**src/rtl/vbs_pkg.sv**
```systemverilog
package vbs_pkg;
   localparam logic [7:0] PORT_GPO  = 8'hF0;
   localparam logic [7:0] PORT_PAGE = 8'hF1;
   localparam logic [7:0] PORT_GPI  = 8'hF2;

   // field order matches the output port bit positions 5..0
   typedef struct packed {
      logic       led_n;
      logic [1:0] user;
      logic       scr_en;
      logic       relay_n;
      logic       cas;
   } gpo_t;
endpackage

```
**src/rtl/vbs_ports.sv**
```systemverilog
module vbs_ports
   import vbs_pkg::*;
#(
   parameter int PAGE_W = 7
) (
   input  logic              clk,
   input  logic              rst_n,
   input  logic              io_wr,
   input  logic [7:0]        io_addr,
   input  logic [7:0]        io_wdata,
   output logic [7:0]        io_rdata,
   input  logic              cas_in,
   input  logic [1:0]        user_in,
   input  logic [3:0]        dip_sw,
   output gpo_t              gpo,
   output logic [PAGE_W-1:0] page
);
   generate
      if (PAGE_W < 1 || PAGE_W > 7) begin : g_bad_page
         $error("vbs_ports: PAGE_W must be 1..7");
      end
   endgenerate

   logic wr_gpo, wr_page;
   assign wr_gpo  = io_wr && (io_addr == PORT_GPO);
   assign wr_page = io_wr && (io_addr == PORT_PAGE);

   always_ff @(posedge clk or negedge rst_n) begin
      if (!rst_n) begin
         gpo  <= '0;
         page <= '0;
      end else begin
         if (wr_gpo)  gpo  <= gpo_t'(io_wdata[5:0]);
         if (wr_page) page <= io_wdata[PAGE_W:1];
      end
   end

   always_comb begin
      io_rdata = '0;
      if (io_addr == PORT_GPI)
         io_rdata = {dip_sw, 1'b0, user_in, cas_in};
   end
endmodule

```
**src/rtl/vbs_frame_timer.sv**
```systemverilog
module vbs_frame_timer #(
   parameter int FRAME_CLKS = 64,
   parameter int DISP_CLKS  = 32
) (
   input  logic clk,
   input  logic rst_n,
   input  logic scr_en,
   output logic frame_wrap,
   output logic busreq
);
   localparam int FCNT_W = (FRAME_CLKS > 2) ? $clog2(FRAME_CLKS) : 1;
   localparam logic [FCNT_W-1:0] LAST = FCNT_W'(FRAME_CLKS - 1);
   localparam logic [FCNT_W-1:0] DISP = FCNT_W'(DISP_CLKS);

   generate
      if (DISP_CLKS < 1 || DISP_CLKS >= FRAME_CLKS) begin : g_bad_win
         $error("vbs_frame_timer: need 1 <= DISP_CLKS < FRAME_CLKS");
      end
   endgenerate

   logic [FCNT_W-1:0] fcnt;
   logic              scr_act;

   assign frame_wrap = (fcnt == LAST);

   always_ff @(posedge clk or negedge rst_n) begin
      if (!rst_n) begin
         fcnt    <= '0;
         scr_act <= 1'b0;
      end else if (frame_wrap) begin
         fcnt    <= '0;
         scr_act <= scr_en;
      end else begin
         fcnt    <= fcnt + 1'b1;
      end
   end

   assign busreq = scr_act && (fcnt < DISP);
endmodule

```
**src/rtl/vbs_fetch.sv**
```systemverilog
module vbs_fetch #(
   parameter int CHAR_W   = 9,
   parameter int PAGE_W   = 7,
   parameter bit ACK_SYNC = 1'b0
) (
   input  logic                     clk,
   input  logic                     rst_n,
   input  logic                     busreq,
   input  logic                     busack,
   input  logic                     frame_wrap,
   input  logic [PAGE_W-1:0]        page,
   output logic                     vf_en,
   output logic [CHAR_W+PAGE_W-1:0] vf_addr
);
   generate
      if (CHAR_W < 1) begin : g_bad_char
         $error("vbs_fetch: CHAR_W must be positive");
      end
   endgenerate

   logic grant;

   generate
      if (ACK_SYNC) begin : g_ack_reg
         logic ack_q;
         always_ff @(posedge clk or negedge rst_n) begin
            if (!rst_n) ack_q <= 1'b0;
            else        ack_q <= busack && busreq;
         end
         assign grant = busreq && ack_q;
      end else begin : g_ack_comb
         assign grant = busreq && busack;
      end
   endgenerate

   logic [CHAR_W-1:0] char_cnt;

   always_ff @(posedge clk or negedge rst_n) begin
      if (!rst_n)          char_cnt <= '0;
      else if (frame_wrap) char_cnt <= '0;
      else if (grant)      char_cnt <= char_cnt + 1'b1;
   end

   assign vf_en   = grant;
   assign vf_addr = {page, char_cnt};
endmodule

```
**src/rtl/vid_bus_share.sv**
```systemverilog
module vid_bus_share
   import vbs_pkg::*;
#(
   parameter int FRAME_CLKS = 64,
   parameter int DISP_CLKS  = 32,
   parameter int CHAR_W     = 9,
   parameter int PAGE_W     = 7,
   parameter bit ACK_SYNC   = 1'b0
) (
   input  logic                     clk,
   input  logic                     rst_n,
   input  logic                     io_wr,
   input  logic [7:0]               io_addr,
   input  logic [7:0]               io_wdata,
   output logic [7:0]               io_rdata,
   input  logic                     cas_in,
   input  logic [1:0]               user_in,
   input  logic [3:0]               dip_sw,
   output logic                     cas_out,
   output logic                     relay_n,
   output logic                     led_n,
   output logic [1:0]               user_out,
   output logic                     busreq,
   input  logic                     busack,
   output logic                     vf_en,
   output logic [CHAR_W+PAGE_W-1:0] vf_addr
);
   gpo_t              gpo;
   logic [PAGE_W-1:0] page;
   logic              frame_wrap;
   logic              scr_en;

   vbs_ports #(.PAGE_W(PAGE_W)) u_ports (
      .clk(clk), .rst_n(rst_n), .io_wr(io_wr), .io_addr(io_addr),
      .io_wdata(io_wdata), .io_rdata(io_rdata), .cas_in(cas_in),
      .user_in(user_in), .dip_sw(dip_sw), .gpo(gpo), .page(page)
   );

   assign scr_en   = gpo.scr_en;
   assign cas_out  = gpo.cas;
   assign relay_n  = gpo.relay_n;
   assign led_n    = gpo.led_n;
   assign user_out = gpo.user;

   vbs_frame_timer #(.FRAME_CLKS(FRAME_CLKS), .DISP_CLKS(DISP_CLKS)) u_timer (
      .clk(clk), .rst_n(rst_n), .scr_en(scr_en),
      .frame_wrap(frame_wrap), .busreq(busreq)
   );

   vbs_fetch #(.CHAR_W(CHAR_W), .PAGE_W(PAGE_W), .ACK_SYNC(ACK_SYNC)) u_fetch (
      .clk(clk), .rst_n(rst_n), .busreq(busreq), .busack(busack),
      .frame_wrap(frame_wrap), .page(page), .vf_en(vf_en), .vf_addr(vf_addr)
   );
endmodule

```
**config.mk**
```make
export PLATFORM = sky130hd
export DESIGN_NAME = vid_bus_share
export DESIGN_NICKNAME = d
export VERILOG_FILES = /design/src/rtl/vbs_pkg.sv /design/src/rtl/vbs_ports.sv /design/src/rtl/vbs_frame_timer.sv /design/src/rtl/vbs_fetch.sv /design/src/rtl/vid_bus_share.sv
export SDC_FILE = /design/constraint.sdc
export NUM_CORES = 1
export LEC_CHECK = 0
export BUFFER_PORTS_ARGS = -buffer_cell sky130_fd_sc_hd__buf_2
export CAP_MARGIN = 20
export CORE_UTILIZATION = 32
export DETAILED_ROUTE_END_ITERATION = 6
export PLACE_DENSITY = 0.56
export SYNTH_ARGS = -nofsm -noshare
export SYNTH_HDL_FRONTEND = slang
export SYNTH_SLANG_ARGS = --single-unit
```
**constraint.sdc**
```tcl
create_clock -name clk -period 1.5 [get_ports clk]
set_clock_uncertainty 0.1 [all_clocks]
set_input_delay 0.15 -clock clk [delete_from_list [all_inputs] [get_ports clk]]
set_output_delay 0.15 -clock clk [all_outputs]
set_load 0.05 [all_outputs]
```
==> results.yml <==
status:
  status: "completed"
floorplanning:
  die_h_um: 67.6
  start_util_pct: 34.0
  io_pins: 58
  die-area_um2: 4580
  die_x_um: 67.6
  core_area_um2: 4060
  row_count: 23
pwr:
  cellLeakagePower_nw: 1.05
  power_frac_seq_pct: 48.2
  switchingPower_mw: 0.400
  switching_share_pct: 23.9
  p_int_mw: 1.28
  irDropWorstVdd_uv: 516
  pwr-share-comb_pct: 10.0
  p_total_mw: 1.68
  clock_power_share_pct: 41.8
  cellPowerDensity_nw_per_um2: 835
hold_path:
  hp-class: "input pin to flop"
sta:
  rsz0062_at_grt: "true"
  finalSetupViolations: 0
  slew_headroom_pct: 57.7
  fmax_mhz: 678
  fin_crit_sh_pct: 98.4
  hold_viol: 0
  worst_slew_pin_slew_ns: 0.634
  finalMaxSlewViolations: 0
  finalCriticalPeriod_ns: 1.48
place:
  hpwl_mm: 2.22
  io_buffer_count: 56
  dp_cells: 225
  gp_congestion: 0.750
worst_setup_path:
  critPathKind: "flop to flop"
  r2r_setup_slack_ns: 0.02
  crit_path_end_kind: "flop"
  cp.arrival_ns: 1.59
  worstPathRequired_ns: 1.61
  start_kind: "flop"
  crit_fanout: 7
detailed_routing:
  drt-met1-wl_mm: 1.33
  avgViaCountPerCell: 4.80
  ant_nets: 0
  wl_per_cell_um: 13.2
  highest_layer: "met4"
  drt-initial-drc-count: 42
  drcViolationCount: 0
  routed_wl_mm: 3.14
  wl_met3_um: 222
  drt_first_pass_iters: 4
  route.vias.total: 1147
  route.met2.wl_mm: 1.54
synth:
  synthCells: 114
  synthDistinctLibCells: 30
  synth_area_leader_cell: "dfrtp_1"
  ys_async_sr_fraction_pct: 100
  syn_area_per_cell_um2: 12.1
  post-synth-top-count-cell: "dfrtp_1"
  synth-seq-area-share_pct: 52.6
  synth_flop_cell: "dfrtp_1"
  netlist_area_um2: 1380
  synth-simple-area-share_pct: 19.7
  synth_top_area_share_pct: 52.6
  synth-compound-area-share_pct: 6.17
  synth_top_family_by_area: "simple AND/OR/NAND/NOR gates"
  ys_warn_count: 0
  syn-num-nets: 143
  synth-edff-count: 0
  synth_xor_area_share_pct: 3.18
  synth_mux_area_share_pct: 14.1
  yosys.area_share.adder_pct: 1.81
  yosys-top-cells-area: "dfrtp_1 53%, mux2_4 7.6%, mux2_2 5.7%"
  synth-seq-cells: 29
final_layout:
  final_cells: 239
  syn_to_final_growth_pct: 45.6
  antenna_cells: 0
  drive_above_1_share_pct: 56.1
  layout.nets: 217
grt:
  track_usage_pct: 14.6
  antenna_found_initial: 0
  overflow: 0
  grt_max_degree: 30
  grt_pass1_wl_mm: 4.83
  grt_pass1_vias: 1083
cts:
  clkTransAtPathRegs_ns: 0.06
  cts_buffer_depth: 2
  numCtsBuffers: 5
  cts_tree: "yes"
  clk_latency_ns: 0.28
  cts.sinks: 29
  htree_levels: 2
  cts_root_buf: "clkbuf_8"
job:
  maxCapViolCount: 0
-- sequential cells by signal (all words and copies together), names as in the netlist --
name,flops
u_ports.gpo,6
u_timer.scr_act,1
u_timer.fcnt,6
u_fetch.char_cnt,9
u_ports.page,7
-- metrics by stage --
stage | instance area, um^2 | setup WS, ns | TNS, ns | utilization (%) | hold WS [ns]
3_5_place_dp | 1780 | -0.122 | -1.28 | 43.8 | 0.114
2_1_floorplan | 1400 | -0.0386 | -0.0749 | - | -0.246
3_3_place_gp | 1780 | -0.0450 | -0.533 | 43.8 | 0.108
5_1_grt | 2010 | -0.0416 | -0.0837 | 49.5 | 0.0127
6_report | 2010 | 0.0247 | 0 | 49.5 | 0.0156
4_1_cts | 1950 | 0.00518 | 0 | 48.1 | 0.00962
-- timing repair --
| item | in CTS | in global routing |
|---|---|---|
| gates cloned | 0 | 0 |
| endpoints found under the hold margin | 32 | 0 |
| hold buffers | 4 | 0 |
| endpoints found under the setup margin | 8 | 14 |
| resized for setup | 12 | 13 |
| pin swaps | 0 | 3 |
| buffers inserted | 0 | 2 |
-- placed cells by master (no fill, tap or decap), types with 2 or more instances in the layout --
master and count:
a21oi_1 3, a21oi_2 4, and2_1 7, buf_2 47
buf_4 16, buf_6 2, clkbuf_8 7, dfrtp_1 22
dfrtp_2 7, dlygate4sd3_1 4, mux2_2 7, mux2_4 7
nand2_1 4, nand3_1 7, nand4b_1 2, nor2_1 6
nor2b_1 2, o21ai_0 4, o31ai_1 4, or3_1 3
or4_4 2, xor2_1 4
-- cell families (layout without fill, tap and decap cells) --
logic type,Yosys count,after routing
AOI/OAI and AO/OA,15,15
xor gates and xnor gates,5,5
adders and majority gates,2,2
buffers and inverters,5,80
DFF,29,29
muxes,15,15
other,1,1
and+or+nand+nor,42,42
-- worst paths after layout --
path                                 start             endpoint  cells after the start
max                        u_timer.fcnt[5]  u_fetch.char_cnt[8]                      3
max reg2reg                u_timer.fcnt[5]  u_fetch.char_cnt[8]                      3
max in group asynchronous            rst_n  u_fetch.char_cnt[1]                      2
min in group asynchronous            rst_n  u_fetch.char_cnt[8]                      2
min                            io_wdata[1]      u_ports.page[0]                      2
min reg2reg                u_timer.fcnt[4]      u_timer.fcnt[4]                      1
-- cell type report --
class	instances	area, um^2
clock inverters	1	5.00
well taps	50	62.6
inverters	2	10.0
flip-flops and latches	29	734
repair buffers	70	433
fillers	373	2050
multi-input cells	80	666
clock buffers	7	96.3
-- critical path: stages (launching register included) --
cell and delay [ns]:
dfrtp_1 0.40, nand4b_4 0.23, or4_4 0.54, a21oi_2 0.14
-- power groups by stage --
stage | Clock [mW] | Combinational, mW | Sequential, mW
2_1_floorplan | 0 | 0.0339 | 0.876
3_3_place_gp | 0 | 0.159 | 0.822
3_5_place_dp | 0 | 0.162 | 0.821
4_1_cts | 0.728 | 0.170 | 0.808
5_1_grt | 0.773 | 0.179 | 0.810
6_report | 0.700 | 0.167 | 0.808
-- metal layers --
| metal | GRT usage [%] | up-vias |
|---|---|---|
| met4 | 5.59 | 0 |
| li1 | - | 554 |
| met5 | 0 | - |
| met2 | 24.6 | 49 |
| met3 | 5.07 | 5 |
| met1 | 16.9 | 539 |
No activity file was read; power rests on OpenSTA's default activity.
